<file path="config.mk">
export PLATFORM = sky130hd
export DESIGN_NAME = ifu_fetch_unit
export DESIGN_NICKNAME = d
export VERILOG_FILES = /design/src/rtl/ifu_pkg.sv /design/src/rtl/ifu_branch_dec.sv /design/src/rtl/ifu_next_pc.sv /design/src/rtl/ifu_imem.sv /design/src/rtl/ifu_fetch_unit.sv
export SDC_FILE = /design/constraint.sdc
export NUM_CORES = 2
export LEC_CHECK = 0
export BUFFER_PORTS_ARGS = -buffer_cell sky130_fd_sc_hd__buf_4
export CELL_PAD_IN_SITES_DETAIL_PLACEMENT = 1
export CELL_PAD_IN_SITES_GLOBAL_PLACEMENT = 2
export CORE_MARGIN = 1.5
export CORE_UTILIZATION = 23
export CTS_CLUSTER_DIAMETER = 100
export DETAILED_ROUTE_END_ITERATION = 8
export PLACE_DENSITY = 0.47
export SYNTH_ARGS = -nofsm -noshare
export SYNTH_HDL_FRONTEND = slang
export SYNTH_SLANG_ARGS = --single-unit
</file>
<file path="constraint.sdc">
create_clock -name clk -period 7.9 [get_ports clk]
set_input_delay 0.395 -clock clk [delete_from_list [all_inputs] [get_ports clk]]
set_output_delay 0.395 -clock clk [all_outputs]
set_load 0.02 [all_outputs]
</file>
<file path="src/rtl/ifu_pkg.sv">
package ifu_pkg;

    localparam int XLEN       = 32;
    localparam int IMM_W      = 16;
    localparam int TGT_W      = 26;
    localparam int REGION_W   = 4;
    localparam int ALIGN_W    = 2;
    localparam logic [XLEN-1:0] STEP      = XLEN'(4);
    localparam logic [XLEN-1:0] RESET_PC  = '0;

    typedef enum logic [1:0] {
        NPC_SEQ  = 2'd0,
        NPC_BRA  = 2'd1,
        NPC_JMP  = 2'd2
    } npc_sel_e;

    typedef struct packed {
        logic [XLEN-1:0] pc;
    } fetch_state_t;

    function automatic logic [XLEN-1:0] branch_offset(input logic [IMM_W-1:0] imm);
        return {{(XLEN-IMM_W-ALIGN_W){imm[IMM_W-1]}}, imm, {ALIGN_W{1'b0}}};
    endfunction

endpackage

</file>
<file path="src/rtl/ifu_branch_dec.sv">
module ifu_branch_dec
    import ifu_pkg::*;
(
    input  logic     br_req,
    input  logic     jmp_req,
    input  logic     cond_zero,
    output npc_sel_e sel
);
    logic take_br;

    always_comb begin
        take_br = br_req & cond_zero;
        if (jmp_req) begin
            sel = NPC_JMP;
        end else if (take_br) begin
            sel = NPC_BRA;
        end else begin
            sel = NPC_SEQ;
        end
    end
endmodule

</file>
<file path="src/rtl/ifu_next_pc.sv">
module ifu_next_pc
    import ifu_pkg::*;
(
    input  logic [XLEN-1:0] cur_pc,
    input  logic [XLEN-1:0] cur_word,
    input  npc_sel_e        sel,
    output logic [XLEN-1:0] nxt_pc
);
    logic [XLEN-1:0] seq_addr;
    logic [XLEN-1:0] bra_addr;
    logic [XLEN-1:0] jmp_addr;

    always_comb begin
        seq_addr = cur_pc + STEP;
        bra_addr = seq_addr + branch_offset(cur_word[IMM_W-1:0]);
        jmp_addr = {seq_addr[XLEN-1 -: REGION_W], cur_word[TGT_W-1:0], {ALIGN_W{1'b0}}};
        unique case (sel)
            NPC_BRA: nxt_pc = bra_addr;
            NPC_JMP: nxt_pc = jmp_addr;
            default: nxt_pc = seq_addr;
        endcase
    end
endmodule

</file>
<file path="src/rtl/ifu_imem.sv">
module ifu_imem
    import ifu_pkg::*;
#(
    parameter int DEPTH = 64,
    localparam int AW   = (DEPTH > 1) ? $clog2(DEPTH) : 1
) (
    input  logic            clk,
    input  logic            wr_en,
    input  logic [AW-1:0]   wr_idx,
    input  logic [XLEN-1:0] wr_word,
    input  logic [XLEN-1:0] rd_pc,
    output logic [XLEN-1:0] rd_word
);
    localparam int WIDX_W = XLEN - ALIGN_W;
    localparam logic [WIDX_W-1:0] LIMIT = WIDX_W'(DEPTH);

    logic [XLEN-1:0]   store_q [DEPTH];
    logic [WIDX_W-1:0] word_idx;
    logic              in_range;

    always_ff @(posedge clk) begin
        if (wr_en) begin
            store_q[wr_idx] <= wr_word;
        end
    end

    always_comb begin
        word_idx = rd_pc[XLEN-1:ALIGN_W];
        in_range = (word_idx < LIMIT);
        rd_word  = in_range ? store_q[word_idx[AW-1:0]] : '0;
    end
endmodule

</file>
<file path="src/rtl/ifu_fetch_unit.sv">
module ifu_fetch_unit
    import ifu_pkg::*;
#(
    parameter int DEPTH = 64,
    localparam int AW   = (DEPTH > 1) ? $clog2(DEPTH) : 1
) (
    input  logic            clk,
    input  logic            rst,
    input  logic            ld_we,
    input  logic [AW-1:0]   ld_addr,
    input  logic [XLEN-1:0] ld_data,
    input  logic            br_flag,
    input  logic            jmp_flag,
    input  logic            alu_zero,
    output logic [XLEN-1:0] instr,
    output logic [XLEN-1:0] pc
);
    fetch_state_t    st_d, st_q;
    npc_sel_e        sel;
    logic [XLEN-1:0] nxt;

    ifu_imem #(.DEPTH(DEPTH)) u_imem (
        .clk     (clk),
        .wr_en   (ld_we),
        .wr_idx  (ld_addr),
        .wr_word (ld_data),
        .rd_pc   (st_q.pc),
        .rd_word (instr)
    );

    ifu_branch_dec u_dec (
        .br_req    (br_flag),
        .jmp_req   (jmp_flag),
        .cond_zero (alu_zero),
        .sel       (sel)
    );

    ifu_next_pc u_npc (
        .cur_pc   (st_q.pc),
        .cur_word (instr),
        .sel      (sel),
        .nxt_pc   (nxt)
    );

    always_comb begin
        st_d    = st_q;
        st_d.pc = rst ? RESET_PC : nxt;
    end

    always_ff @(posedge clk) begin
        st_q <= st_d;
    end

    assign pc = st_q.pc;
endmodule

</file>
Word-level counts from Yosys, hierarchy flattened
Memory sizes are Yosys's and may differ from the RTL's. A register that Yosys moved wholly into a read port is not among the register bits.
Cells that the tools add are included.

storage, ports and cells
  flip-flop bits (word level) = 32
  RAM bits = 2048
  input port bits = 44
  memories = 1

memories
  memory          depth  bits a word  rd ports  clocked after memory_dff  write ports  RTL line        RTL
  u_imem.store_q  64     32           1         1                         1            ifu_imem.sv:17  logic [XLEN-1:0] store_q [DEPTH];

operators by class
  add/subtract/negate cells = 2
  order comparisons = 1
  eq/ne operators = 2
  mux-type cells = 7
  bitwise logic cells = 1

operators by type and width
  operator               number
  $pmux 32 s2            1
  $add 32x3->32 const B  1
  $add 32x32->32         1
  $mux 32                1
  $lt 30x7->1 const B    1
  $mux 6                 1
  $mux 1                 3
  $eq 2x1->1 const B     1
  $eq 2x2->1 const B     1
  $mux 2                 1
  $and 1x1->1            1

Logic depth before layout (Yosys ltp)
  word-level depth = 6
  mapped depth = 23
  gate-level depth less buffers = 18

Hierarchy
From an unflattened synthesis, not the netlist that was laid out.

second synthesis, totals
  cells, all modules = 3920
  area, all modules = 82501.6 um2

modules (own cells, without submodules)
  module          instances  cells each  area each (um2)
  ifu_imem        1          3461        78960.7
  ifu_next_pc     1          390         2661.3
  ifu_fetch_unit  1          67          863.3
  ifu_branch_dec  1          2           16.3

Least setup slack after synthesis
OpenSTA, ideal clock, no wires.

  path type = register to register
  start point = reg st_q, in the netlist pc[2]
  end point = reg st_q, in the netlist pc[22]
  setup time = 0.118 ns
  arrival = 5.817 ns
  data required time = 7.782 ns
  setup slack = 1.965 ns
  stages on the path, launching flop included = 22
  path buffers = 7
  period minus slack after synthesis = 5.935 ns
  path through = dfxtp_1 buf_6 buf_4 buf_4 buf_4 buf_4 buf_2 buf_2 mux4_2 mux4_2 mux4_2 and2_1 ha_1 ha_1 inv_1 o31ai_1 maj3_1 nor3b_1 o311ai_0 and3_1 o21ai_1 o2111a_1

on the way
  word-level cells in the longest chain between the ends = 4
  elaborated cells between the ends (all ways) = 5

RTL lines
  what                      RTL line              RTL
  start: declaration        ifu_fetch_unit.sv:18  fetch_state_t st_d, st_q;
  start signal: assignment  ifu_fetch_unit.sv:51  st_q <= st_d;
  $lt 30x7->1               ifu_imem.sv:29        in_range = (word_idx < LIMIT);
  $mux 32                   ifu_imem.sv:30        rd_word = in_range ? store_q[word_idx[AW-1:0]] : '0;
  via instr[0]              ifu_fetch_unit.sv:15  output logic [XLEN-1:0] instr,
  $add 32x32->32            ifu_next_pc.sv:15     bra_addr = seq_addr + branch_offset(cur_word[IMM_W-1:0]);
  $pmux 32 s2               ifu_next_pc.sv:17     unique case (sel)

The timed path passes the listed nets, and every way through them passes these cells.
A chain may end at the register's enable or synchronous reset.

Worst setup path in the final report
  start point = reg st_q, in the netlist pc[3]
  end point = reg st_q, in the netlist pc[28]

on the way
  word-level cells in the longest chain between the ends = 4
  elaborated cells between the ends (all ways) = 5

RTL lines
  what            RTL line
  $lt 30x7->1     ifu_imem.sv:29
  $mux 32         ifu_imem.sv:30
  $add 32x32->32  ifu_next_pc.sv:15
  $pmux 32 s2 *   ifu_next_pc.sv:17

Every way passes the cells marked *; elsewhere a longest branch is shown, timed or not.

==> key figures <==
Layout
  • Final nets: 4019
  • Fraction of layout cells with a size suffix above 1: 0.3071
  • Fill cell count: 36351
  • Area grow syn2layout: 18.07%
  • Final instance area: 96950 µm²
  • Non-Filler Instances: 8900

Global route
  • Largest net degree at the start of global routing: 112
  • Initial antenna violation count: 28
  • First-pass GRT wire length: 371600 µm
  • GRT Overall Usage: 0.1485
  • Total gr overflow: 0
  • Vias in the first global route: 42834

Setup path
  • Critical path class: reg -> reg
  • CP Launch Type: flop
  • CP Launch Point: pc[3]
  • CP endpoint kind: flop
  • CP Data Required Time: 8.57 ns
  • R2R Path Start: pc[3]
  • Worst EP arrival: 6.76 ns
  • Crit Path Max Fanout: 33

Clock network
  • CTS tree: done
  • Clock Latency Late Sink: 0.89 ns
  • Post-CTS Setup Inserts: 0
  • Clk slew on worst S/H paths: 0.06 ns
  • Clk buf depth: 4
  • CTS H-tree depth: 4
  • CTS buffer count: 230
  • Clock sinks: 2078
  • Root Driver: clkbuf_16

Placed design
  • Placed cell areas: 89480 µm²
  • RePlAce Congestion: 0.7358
  • Final HPWL DP: 154000 µm
  • Placed insts: 8458
  • Port bufs: 105

Power and ir drop
  • Worst vdd ir: 0.1889 mV
  • PwrDens: 255.3 nW/µm²
  • LEAKAGE: 29.08 nW

Synthesis
  • Simple-Gate Fraction of Synth Area: 0.02284
  • Top_reg_cell synth: edfxtp_1
  • Top cells by area, synth: edfxtp_1 75%, mux4_2 16%, dfxtp_1 0.73%
  • Post-synth cell types: 94
  • Synth Area in Compound Gates: 0.02173
  • Top-area cell type share of the netlist area: 0.7490
  • Syn Std Cell Area: 82110 µm²
  • Post-synthesis mux area share: 0.1781
  • Mapped Avg Cell Area: 22.40 µm²
  • Main combinational cell family by area after synthesis: multiplexers
  • Post-Synth XOR/XNOR Area: 0.004267
  • #FFs+latches synth: 2078
  • Post-Synth Adder-Cell Area: 0.004023
  • Post-synth EDFFs: 2048
  • Synthesis Warnings: 0
  • Post-synth top area cell: edfxtp_1
  • Seq/Total Area, Yosys: 0.7563
  • Synth Instances: 3666
  • Fraction of registers with async set/reset: 0

Detailed routing
  • Vias: 40497
  • M1 WL: 122400 µm
  • Drc violations: 34
  • DR vias/cell: 4.550
  • Avg WL per Cell: 30.58 µm
  • Met2 Wirelength: 129100 µm
  • TritonRoute pass-1 iters: 9
  • Met3 wire length: 14430 µm
  • Detail Route Antenna Nets: 0
  • DRT iter0 DRCs: 3924
  • Final wirelength: 272200 µm
  • Top sig layer: met5

Floorplan
  • Ports: 108
  • Row count: 219
  • Die Area: 360600 µm²
  • CORE AREA: 355700 µm²
  • Die width: 600.5 µm
  • Die extent in y: 600.5 µm
  • Initial core utilization: 0.2309

Timing
  • Slew Limit Headroom: 0.2253
  • Setup violations, final: 0
  • Period minus WS final: 6.086 ns
  • Max Slew Vio Count: 0
  • Slew @ Worst Pin: 1.162 ns
  • Skew final: 0.09189 ns
  • Setup TNS: 0 ns
  • Final Hold Fails: 0
  • RSZ-0062 raised after global routing: no
  • Max Freq: 164.3 MHz
  • Final period util: 0.7704

Outcome
  • Failing checks: DRC
  • Outcome: complete, but fails checks

Min path
  • Worst Hold Class: in -> reg
  • Hold Startpoint: ld_data[29]

Run
  • Max-cap violation count: 0
[layer usage]
metal | up-vias | GRT usage
li1 | 16301 | -
met4 | 8 | 0.03405
met2 | 1051 | 0.2412
met3 | 340 | 0.02880
met5 | - | 0
met1 | 22797 | 0.2047
[stage by stage]
step	worst slack [ns]	hold WS [ns]	util	power, mW
final	1.814	0.05128	0.2726	24.75
after global routing	1.460	0.04283	0.2725	25.54
after CTS	1.751	0.002789	0.2724	25.10
after detailed placement	1.865	0.7751	0.2516	14.45
after global placement	1.758	0.7772	0.2515	14.43
after floorplan	1.965	0.4939	-	13.59
[layout make-up]
type	instances	area, µm²	area share
multi-input combinational	1380	19460	0.2007
inverter	22	90.09	0.0009292
timing repair buffer	239	1997	0.02060
sequential	2078	62120	0.6407
clock buffer	265	5951	0.06138
clock inverter	152	1358	0.01400
antenna	13	32.53	0.0003355
tap	4751	5944	0.06132
[registers in the layout, indices dropped and copies added (netlist names)]
| register | flops |
|---|---|
| pc | 30 |
| u_imem.store_q | 2048 |
[synth_stat cells, drive strengths merged, types with 11 or more instances]
cell type	count
edfxtp	2048
mux4	614
nor2	112
buf	101
clkbuf	86
nand2	66
a21oi	53
o21ai	43
mux2i	42
nand3	38
and2	32
dfxtp	30
mux2	28
nor3	27
xnor2	26
ha	24
inv	21
o22ai	18
nor2b	17
and3	16
a22oi	15
a21o	14
a31oi	14
xor2	14
a211oi	13
nand2b	13
nand4	11
[kinds of logic after synthesis]
| kind of cell | Yosys count |
|---|---|
| muxes | 684 |
| adders and majority gates | 27 |
| DFF | 2078 |
| and+or+nand+nor | 374 |
| xor gates and xnor gates | 40 |
| other | 1 |
| AOI/OAI and AO/OA | 253 |
| buffers and inverters | 209 |
[cell usage in the layout, fill, tap and decap left out, types with 23 or more instances in the layout]
cell       netlist  final
ha_1            24     24
clkinv_1         1     62
nor2_4           0     63
nand3_1         38     38
nor2_1         112     49
and2_1          29     29
a21oi_1         52     52
nor3_1          25     23
nand2_1         66     66
clkbuf_1        86     32
clkbuf_16        0    233
mux2i_1         42     42
mux4_2         599    599
mux2_2          28     28
xnor2_1         26     26
o21ai_0         41     41
buf_4           16    214
dfxtp_1         30     24
edfxtp_1      2048   2048
bufinv_16        0     24
clkinv_2         0     53
[worst paths after layout]
path / endpoint / slack, ns / cells past startpoint
hold reg to reg: pc[19] / 0.78 / 3
hold / removal: u_imem.store_q[9][29] / 0.05 / 1
setup reg to reg: pc[28] / 1.81 / 17
setup / recovery: pc[28] / 1.81 / 17
[timing repair]
action,in CTS,in global routing
endpoints found under the hold margin,107,0
hold buffers,11,0
resized for setup,0,0
[worst max-delay path, stage by stage, from the launching register on]
cell and delay, ns:
dfxtp_4 0.74, buf_4 0.58, mux4_2 0.41, mux4_2 0.49
mux4_2 0.59, and2_1 0.56, ha_1 0.62, a21oi_1 0.25
o21bai_1 0.09, a21o_1 0.19, a21o_1 0.17, a21oi_1 0.15
o21bai_1 0.08, a21o_1 0.20, a211oi_1 0.28, o21a_1 0.20
a211o_1 0.13, o211ai_1 0.10
[power by group]
part	total, mW	switching (mW)	internal, mW
logic	1.91	1.15	0.766
registers	12.3	0.0586	12.2
clock network	10.6	4.45	6.14
total	24.7	5.65	19.1
No activity file was read; power rests on OpenSTA's default activity.
